**src/rtl/ssp_pkg.sv**
```systemverilog
package ssp_pkg;
  localparam int DW = 8;

  typedef struct packed {
    logic [1:0] mode;
    logic       multi;
    logic       rx_en;
    logic       tx9;
    logic       rx9;
    logic       ti;
    logic       ri;
  } ctrl_t;

  typedef enum logic [1:0] {
    ST_IDLE = 2'd0,
    ST_TX   = 2'd1,
    ST_RX   = 2'd2
  } st_e;

  localparam logic ADDR_CTRL = 1'b0;
  localparam logic ADDR_DATA = 1'b1;
endpackage

```
**src/rtl/ssp_seq.sv**
```systemverilog
module ssp_seq
  import ssp_pkg::*;
#(
  parameter int CYC  = 12,
  parameter int RISE = 10
) (
  input  logic clk,
  input  logic rst_n,
  input  logic start_tx,
  input  logic start_rx,
  output st_e  state,
  output logic sclk,
  output logic pre_rise,
  output logic bit_end,
  output logic done
);
  localparam int PW = $clog2(CYC);
  localparam int BW = $clog2(DW);

  st_e           st_q, st_d;
  logic [PW-1:0] phase_q, phase_d;
  logic [BW-1:0] bit_q, bit_d;
  logic          en;

  always_comb begin
    pre_rise = (st_q != ST_IDLE) && (phase_q == PW'(RISE - 1));
    bit_end  = (st_q != ST_IDLE) && (phase_q == PW'(CYC - 1));
    done     = bit_end && (bit_q == BW'(DW - 1));
    sclk     = (st_q == ST_IDLE) || (phase_q >= PW'(RISE));
    en       = (st_q != ST_IDLE) || start_tx || start_rx;
  end

  always_comb begin
    st_d    = st_q;
    phase_d = phase_q;
    bit_d   = bit_q;
    if (st_q == ST_IDLE) begin
      phase_d = '0;
      bit_d   = '0;
      if (start_tx)      st_d = ST_TX;
      else if (start_rx) st_d = ST_RX;
    end else if (bit_end) begin
      phase_d = '0;
      if (done) st_d  = ST_IDLE;
      else      bit_d = bit_q + 1'b1;
    end else begin
      phase_d = phase_q + 1'b1;
    end
  end

  always_ff @(posedge clk or negedge rst_n) begin
    if (!rst_n) begin
      st_q    <= ST_IDLE;
      phase_q <= '0;
      bit_q   <= '0;
    end else if (en) begin
      st_q    <= st_d;
      phase_q <= phase_d;
      bit_q   <= bit_d;
    end
  end

  assign state = st_q;
endmodule

```
**src/rtl/ssp_shift.sv**
```systemverilog
module ssp_shift
  import ssp_pkg::*;
(
  input  logic          clk,
  input  logic          rst_n,
  input  logic          load,
  input  logic [DW-1:0] load_data,
  input  logic          shift_out,
  input  logic          sample,
  input  logic          dat_i,
  output logic          dat_o,
  output logic [DW-1:0] sreg
);
  logic [DW-1:0] sreg_q, sreg_d;
  logic          dout_q, dout_d;
  logic          en;

  always_comb begin
    sreg_d = sreg_q;
    dout_d = dout_q;
    en     = load || shift_out || sample;
    if (load) begin
      dout_d = load_data[0];
      sreg_d = load_data >> 1;
    end else if (shift_out) begin
      dout_d = sreg_q[0];
      sreg_d = sreg_q >> 1;
    end else if (sample) begin
      sreg_d = {dat_i, sreg_q[DW-1:1]};
    end
  end

  always_ff @(posedge clk or negedge rst_n) begin
    if (!rst_n) begin
      sreg_q <= '0;
      dout_q <= 1'b1;
    end else if (en) begin
      sreg_q <= sreg_d;
      dout_q <= dout_d;
    end
  end

  assign dat_o = dout_q;
  assign sreg  = sreg_q;
endmodule

```
**src/rtl/ssp_regs.sv**
```systemverilog
module ssp_regs
  import ssp_pkg::*;
(
  input  logic          clk,
  input  logic          rst_n,
  input  logic          wr_en,
  input  logic          addr,
  input  logic [DW-1:0] wdata,
  input  logic          set_ti,
  input  logic          set_ri,
  input  logic          rx_load,
  input  logic [DW-1:0] rx_data,
  output ctrl_t         ctrl,
  output logic [DW-1:0] rdata
);
  ctrl_t         ctrl_q, ctrl_d;
  logic [DW-1:0] rbuf_q;
  logic          ctrl_en;

  always_comb begin
    ctrl_d  = ctrl_q;
    ctrl_en = (wr_en && addr == ADDR_CTRL) || set_ti || set_ri;
    if (wr_en && addr == ADDR_CTRL) ctrl_d = ctrl_t'(wdata);
    if (set_ti) ctrl_d.ti = 1'b1;
    if (set_ri) ctrl_d.ri = 1'b1;
  end

  always_ff @(posedge clk or negedge rst_n) begin
    if (!rst_n)       ctrl_q <= '0;
    else if (ctrl_en) ctrl_q <= ctrl_d;
  end

  always_ff @(posedge clk or negedge rst_n) begin
    if (!rst_n)       rbuf_q <= '0;
    else if (rx_load) rbuf_q <= rx_data;
  end

  assign ctrl  = ctrl_q;
  assign rdata = (addr == ADDR_CTRL) ? DW'(ctrl_q) : rbuf_q;
endmodule

```
**src/rtl/sync_shift_port.sv**
```systemverilog
module sync_shift_port
  import ssp_pkg::*;
#(
  parameter int CYC  = 12,
  parameter int RISE = 10
) (
  input  logic       clk,
  input  logic       rst_n,
  input  logic       wr_en,
  input  logic       addr,
  input  logic [7:0] wdata,
  output logic [7:0] rdata,
  input  logic       dat_i,
  output logic       dat_o,
  output logic       sclk_o,
  output logic       ti_o,
  output logic       ri_o
);
  ctrl_t         ctrl;
  st_e           state;
  logic          pre_rise, bit_end, done;
  logic          idle, is_tx, is_rx, busy;
  logic          start_tx, start_rx, shift_out, sample;
  logic          set_ti, set_ri;
  logic [DW-1:0] sreg;
  logic [1:0]    cur_mode;

  always_comb begin
    idle      = (state == ST_IDLE);
    is_tx     = (state == ST_TX);
    is_rx     = (state == ST_RX);
    busy      = !idle;
    cur_mode  = ctrl.mode;
    start_tx  = idle && (ctrl.mode == 2'b00) && wr_en && (addr == ADDR_DATA);
    start_rx  = idle && (ctrl.mode == 2'b00) && !(wr_en && addr == ADDR_DATA)
                && ctrl.rx_en && !ctrl.ri;
    shift_out = is_tx && bit_end && !done;
    sample    = is_rx && pre_rise;
    set_ti    = is_tx && done;
    set_ri    = is_rx && done;
  end

  ssp_seq #(.CYC(CYC), .RISE(RISE)) u_seq (
    .clk(clk), .rst_n(rst_n), .start_tx(start_tx), .start_rx(start_rx),
    .state(state), .sclk(sclk_o), .pre_rise(pre_rise), .bit_end(bit_end),
    .done(done)
  );

  ssp_shift u_shift (
    .clk(clk), .rst_n(rst_n), .load(start_tx), .load_data(wdata),
    .shift_out(shift_out), .sample(sample), .dat_i(dat_i),
    .dat_o(dat_o), .sreg(sreg)
  );

  ssp_regs u_regs (
    .clk(clk), .rst_n(rst_n), .wr_en(wr_en), .addr(addr), .wdata(wdata),
    .set_ti(set_ti), .set_ri(set_ri), .rx_load(set_ri), .rx_data(sreg),
    .ctrl(ctrl), .rdata(rdata)
  );

  assign ti_o = ctrl.ti;
  assign ri_o = ctrl.ri;
endmodule

```
**config.mk**
```make
export PLATFORM = sky130hd
export DESIGN_NAME = sync_shift_port
export DESIGN_NICKNAME = d
export VERILOG_FILES = /design/src/rtl/ssp_pkg.sv /design/src/rtl/ssp_seq.sv /design/src/rtl/ssp_shift.sv /design/src/rtl/ssp_regs.sv /design/src/rtl/sync_shift_port.sv
export SDC_FILE = /design/constraint.sdc
export NUM_CORES = 1
export LEC_CHECK = 0
export BUFFER_PORTS_ARGS = -buffer_cell sky130_fd_sc_hd__buf_2
export CORE_ASPECT_RATIO = 0.8
export CORE_MARGIN = 4
export CORE_UTILIZATION = 56
export DETAILED_ROUTE_END_ITERATION = 7
export PLACE_DENSITY = 0.8
export SYNTH_ARGS = -nofsm -noshare
export SYNTH_HDL_FRONTEND = slang
export SYNTH_SLANG_ARGS = --single-unit
```
**constraint.sdc**
```tcl
create_clock -name clk -period 2.74 [get_ports clk]
set_clock_uncertainty 0.15 [all_clocks]
set_input_delay 0.137 -clock clk [delete_from_list [all_inputs] [get_ports clk]]
set_output_delay 0.137 -clock clk [all_outputs]
set_load 0.02 [all_outputs]
```
==> impl_metrics.toml, run 1 <==
[placed_design]
pre_cts_ws_ns = 0.615
gp_congestion = 0.806
placed_cell_area_um2 = 1890
io_buffers = 24
hpwlAfterDp_mm = 2.63

[critical_path]
cp_common_cell = "ha_1"
arrival_ns = 2.15
crit_fanout = 7
crit_type = "flip-flop to flip-flop"
crit_path_end_kind = "flip-flop"
worst-r2r-setup-slack_ns = 0.62
worst_setup_path_start_kind = "flip-flop"
crit_chain = "ha_1 -> ha_1 -> and4bb_2 -> a32oi_4 -> mux2i_1 -> o21ai_2"
crit_path_max_incr_delay_ns = 0.38
critPathSlowestCell = "a32oi_4"
crit_required_ns = 2.76

[power]
pwr-share-comb_pct = 32.3
pwr-share-seq_pct = 46.4
p_leak_nw = 1.05
power_density_nw_per_um2 = 840
p_int_mw = 1.10
p_switching_mw = 0.640
swShare_pct = 36.7
ir_drop_mv = 0.429
clkPwrFrac_pct = 21.3

[floorplanning]
die_h_um = 58.0
die_w_um = 70.5
core_um2 = 2870
initial_utilization_pct = 60.9
die-area_um2 = 4080
io_pins = 25
rows = 17

[clock_tree]
cts_buffers = 5
worstSkewPairLatency_ns = 0.28
clkSinkCount = 34
clock_path_buffers = 2
clk_pin_slew_ns = 0.07
postCtsSetupBuffers = 0
cts_tree = "done"
cts-root-buf = "clkbuf_8"
htreeDepth = 2

[timing]
max_slew_margin_pct = 50.9
worstMarginPinSlew_ns = 0.737
finalSetupTns_ns = 0
finalCritPeriodShare_pct = 77.5
post-route-min-period_ns = 2.12
fmax_mhz = 471
slew_violations = 0
setup_violations = 0
grt_setup_unrepaired = "false"
hold_viol_final = 0
fin_ws_ns = 0.615

[cells_and_area]
multi_input_comb_area_um2 = 851
layout_commonest_cell = "nand2_1"
nNetsFinal = 212
syn_to_final_growth_pct = 18.5
design_area_um2 = 2070
n_antenna_cell = 0
seq_area_um2 = 852
fillers = 210
layout.cells.most_common_list = "nand2_1 (35), dfrtp_1 (33), buf_2 (24)"
post-route-util_pct = 72.1
drive_gt1_share_pct = 29.2

[synth]
synthSimpleGateAreaFrac_pct = 17.8
synth-async-reset-ratio_pct = 100
syn_nets = 176
netlist_area_um2 = 1750
netlist_instances = 158
synth_compound_area_share_pct = 10.7
yosys_warnings = 0
synth-edff-count = 0
ys_seq_elements = 34
post_synth_mux_area_share_pct = 16.7
syn_area_per_cell_um2 = 11.1
synth-xor-area-share_pct = 0
synth-adder-area-share_pct = 3.58
synthFlopType = "dfrtp_1"
ys_seq_area_share_pct = 48.7
synth.distinct_cells = 35
synth_top_family_by_area = "simple AND/OR/NAND/NOR gates"

[detailed_routing]
drtIter0Drc = 51
wl_mm = 3.81
antenna_left = 0
num_vias = 1322
dr.pass1.iters = 4
drc = 0
wl_per_cell_um = 16.4
via_per_inst = 5.67

[global_routing]
grt_usage_pct = 20.3
gr-total-overflow = 0
first_global_vias = 1357
grt_max_degree = 35
grt_pass1_wl_mm = 6.39
antenna_found_initial = 0

[run_status]
outcome = "finished clean"

[run]
cap_violations = 0

[worst_hold_path]
hp-class = "primary input to flip-flop"
==> layer usage <==
metal	GRT usage, %	share of wire [%]
met2	34.9	49
met1	24.3	45
met5	0	0
met4	5.74	0.89
met3	6.93	5.2
==> registers in the layout, indices dropped and copies added (netlist names) <==
name	cells
u_regs.ctrl	8
u_regs.rbuf_q	8
u_seq.bit_q	3
u_seq.phase_q	4
u_seq.state	2
u_shift.dat_o	1
u_shift.sreg	8
==> power groups by stage <==
stage,clock (mW),sequential [mW],combinational (mW)
floorplan,0,0.777,0.421
global placement,0,0.793,0.516
detailed placement,0,0.807,0.549
CTS,0.373,0.802,0.564
global route,0.400,0.823,0.619
finish,0.371,0.808,0.561
==> stage by stage <==
| stage | total power, mW | instances | hold slack [ns] |
|---|---|---|---|
| 6_report | 1.74 | 233 | 0.0368 |
| 5_1_grt | 1.84 | 233 | 0.0486 |
| 2_1_floorplan | 1.20 | 158 | -0.309 |
| 3_5_place_dp | 1.36 | 216 | 0.0914 |
| 3_3_place_gp | 1.31 | 216 | 0.0824 |
| 4_1_cts | 1.74 | 233 | 0.0324 |
==> synth_stat cells (2+ instances only) <==
cell	instances	area [um2]
mux2_2	17	191
a21oi_1	7	35.0
nand4_1	2	12.5
a21o_1	2	15.0
nand2_1	35	131
nor3_1	2	10.0
ha_1	5	62.6
o21ai_1	6	30.0
nand2b_1	2	12.5
a22o_1	3	26.3
inv_1	3	11.3
dfrtp_1	33	826
nor2b_1	3	18.8
nor2_1	4	15.0
buf_6	2	22.5
mux2i_1	10	100
nand3_1	2	10.0
clkbuf_1	3	11.3
==> cell families (layout without fill, tap and decap cells) <==
kind of cell             count (synthesis)  after routing
multiplexers                            27             27
flip-flops                              34             34
adder cells (fa/ha/maj)                  5              5
AND/OR/NAND/NOR                         58             58
buffers and inverters                    8             45
AO/OA/AOI/OAI                           26             26
==> what timing repair did <==
item | in CTS | in global routing
hold buffers | 9 | 0
setup endpoints to repair | 0 | 0
endpoints found under the hold margin | 49 | 0
gates resized for setup | 0 | 0
==> worst paths after layout <==
kind	from	endpoint	depth (start not counted)
worst min register to register	u_regs.ctrl[3]$_DFFE_PN0P_	u_regs.ctrl[3]$_DFFE_PN0P_	2
worst max register to register	u_seq.bit_q[1]$_DFFE_PN0P_	u_shift.sreg[6]$_DFFE_PN0P_	6
min in group asynchronous	rst_n	u_seq.bit_q[2]$_DFFE_PN0P_	2
max in group asynchronous	rst_n	u_seq.phase_q[3]$_DFFE_PN0P_	2
worst min-delay path	dat_i	u_shift.sreg[7]$_DFFE_PN0P_	3
worst max-delay path	u_seq.bit_q[1]$_DFFE_PN0P_	u_shift.sreg[6]$_DFFE_PN0P_	6
==> final cells by class <==
class | instances | area share (%)
Sequential cell | 34 | 41.1
Tap cell | 38 | 2.30
Clock inverter | 1 | 0.242
Timing Repair Buffer | 34 | 10.5
Clock buffer | 7 | 4.17
Multi-Input combinational cell | 116 | 41.1
Inverter | 3 | 0.544
==> worst max-delay path: cells and delay by family, from the launching register on <==
family          cells  cell delay (ns)
compound gates      2             0.45
flops               1             0.37
simple gates        1             0.32
mux                 1             0.32
fa+ha+maj           2             0.42
(Power assumes the default switching activity.)
==> run 2, diff against run 1 <==
ABC_AREA = 1   (was unset)
CORE_UTILIZATION = 57   (was 56)
PLACE_DENSITY = 0.81   (was 0.8)
clock period = 2.2 ns   (was 2.74 ns; I/O delays follow)
==> run 2 against run 1 <==
Effect of this change: global-route usage grew 1.7 points; final cell count grew 30%; maximum frequency grew 27%; worst setup slack lost 0.090 ns; critical path type unchanged; via count grew 19%; final area grew 5.9%; non-clock buffer count is the same; utilization shrank 1.6 points; count of clock-buffer cells in the layout grew 1.
==> impl_metrics.toml, run 2 <==
[global_routing]
gr-max-usage-layer = "met2"
grt_usage_pct = 22.0
first_global_vias = 1486
antenna_found_initial = 0
grt_pass1_wl_mm = 7.02
met2_usage_pct = 33.9
grtUsageMet1_pct = 30.6
grt_use_met3_pct = 4.58
gr-total-overflow = 0
grt_max_degree = 35

[timing]
setup_violations = 0
grt_setup_unrepaired = "false"
max_slew_margin_pct = 51.2
finalSetupTns_ns = 0
post-route-min-period_ns = 1.67
hold_viol_final = 0
finalCritPeriodShare_pct = 76.1
hold_slack_ns = 0.112
slew_violations = 0
fin_ws_ns = 0.525
worstMarginPinSlew_ns = 0.732
fmax_mhz = 597

[detailed_routing]
wl_mm = 4.06
wl_per_cell_um = 13.4
antenna_left = 0
via_per_inst = 5.23
dr.pass1.iters = 4
drtIter0Drc = 124
num_vias = 1579
drc = 0

[synth]
synth_compound_area_share_pct = 9.00
synthFlopType = "dfrtp_1"
synthTopCellsByArea = "dfrtp_1 (44%), nand2_1 (17%), nand2_2 (4.7%)"
synth_top_family_by_area = "simple AND/OR/NAND/NOR gates"
ys_seq_elements = 34
netlist_area_um2 = 1860
synth-adder-area-share_pct = 3.36
synth-async-reset-ratio_pct = 100
synth.distinct_cells = 29
netlist_instances = 225
ys_seq_area_share_pct = 45.7
yosysMostFrequentCell = "nand2_1"
syn_area_per_cell_um2 = 8.28
post_synth_mux_area_share_pct = 0
synthSimpleGateAreaFrac_pct = 34.2
synth-edff-count = 0
syn_nets = 243
synth_top_cell_area_share_pct = 44.3
synth-xor-area-share_pct = 0
ys_top_cells_by_count = "nand2_1 (82), dfrtp_1 (33), inv_1 (17)"
yosys_warnings = 0
netlist.top_cell.by_area = "dfrtp_1"

[clock_tree]
postCtsSetupBuffers = 0
worstSkewPairLatency_ns = 0.29
clk_pin_slew_ns = 0.07
htreeDepth = 2
cts_resized = 0
cts_buffers = 5
clkSinkCount = 34
cts_tree = "done"
clock_path_buffers = 2
cts-root-buf = "clkbuf_8"

[critical_path]
crit_path_end_kind = "flip-flop"
crit_type = "flip-flop to flip-flop"
reg2reg_depth = 7
r2r-start = "u_seq.bit_q[0]$_DFFE_PN0P_"
cp-endpoint = "u_shift.sreg[2]$_DFFE_PN0P_"
worst_setup_path_start_kind = "flip-flop"
r2r-end = "u_shift.sreg[2]$_DFFE_PN0P_"
worst-r2r-setup-slack_ns = 0.53
arrival_ns = 1.75
crit_fanout = 10
crit_start = "u_seq.bit_q[0]$_DFFE_PN0P_"
crit_required_ns = 2.28

[cells_and_area]
n_antenna_cell = 0
layout.cells.most_common_list = "nand2_1 (82), dfrtp_1 (33), buf_2 (24)"
drive_gt1_share_pct = 25.6
post-route-util_pct = 70.5
design_area_um2 = 2190
layout_commonest_cell = "nand2_1"
nNetsFinal = 279
syn_to_final_growth_pct = 17.7
layoutNonFillerInstCount = 302

[run]
cap_violations = 0

[power]
fin_total_pwr_mw = 2.13
power_density_nw_per_um2 = 972
ir_drop_mv = 0.604
p_leak_nw = 1.17

[floorplanning]
initial_utilization_pct = 59.9
die_w_um = 71.9
die_h_um = 59.1
die-area_um2 = 4250
io_pins = 25
rows = 18
core_um2 = 3110

[placed_design]
placed_cell_area_um2 = 1980
pre_cts_ws_ns = 0.558
dpl.cell_count = 284
io_buffers = 24
hpwlAfterDp_mm = 2.84
gp_congestion = 0.800

[run_status]
outcome = "finished clean"

[worst_hold_path]
hp-class = "primary input to flip-flop"
run 2: final cells by class:
| cell class | count | area, um2 |
|---|---|---|
| inverter | 24 | 92.6 |
| timing repair buffer | 34 | 220 |
| sequential | 34 | 852 |
| fill | 255 | 916 |
| multi-input combinational | 162 | 867 |
| tap | 40 | 50.0 |
| clock buffer | 8 | 110 |
run 2: layer usage:
layer  vias up  part of all wire (%)
met5         -                     0
met1       730                    49
met2        43                    45
met4         0                   1.8
li1        799                     -
met3         7                   4.7
run 2: where the power goes:
| part | switching (mW) | internal, mW | leakage (nW) |
|---|---|---|---|
| Combinational | 0.459 | 0.241 | 0.665 |
| Clock | 0.221 | 0.316 | 0.0575 |
| Sequential | 0.142 | 0.752 | 0.448 |
| Total | 0.822 | 1.31 | 1.17 |
run 2: kinds of logic after synthesis:
family | after synthesis
adder cells (fa/ha/maj) | 5
AO/OA/AOI/OAI | 31
flip-flops | 34
AND/OR/NAND/NOR | 126
buffers and inverters | 29
run 2: timing repair:
action	4_1_cts	5_1_grt
setup endpoints to repair	0	0
hold buffers	10	0
endpoints found under the hold margin	43	0
run 2: how the worst min path moves through the flow:
| stage | startpoint | endpoint | slack [ns] | cells after the start |
|---|---|---|---|---|
| after floorplan | rst_n | u_regs.ctrl[0]$_DFFE_PN0P_ | -0.34 | 0 |
| after global placement | rst_n | u_seq.bit_q[2]$_DFFE_PN0P_ | 0.06 | 1 |
| after detailed placement | rst_n | u_seq.bit_q[0]$_DFFE_PN0P_ | 0.07 | 1 |
| after CTS | wr_en | u_seq.state[1]$_DFFE_PN0P_ | 0.11 | 6 |
| after global routing | wr_en | u_seq.state[1]$_DFFE_PN0P_ | 0.17 | 6 |
| final | wr_en | u_seq.state[1]$_DFFE_PN0P_ | 0.11 | 6 |
run 2: critical path: stages (launching register included):
cell and delay (ns):
dfrtp_1 0.40, ha_1 0.20, ha_1 0.27, nor2_2 0.18, nand2_4 0.11, nand3_2 0.15, nand2_1 0.09, nand2_1 0.06
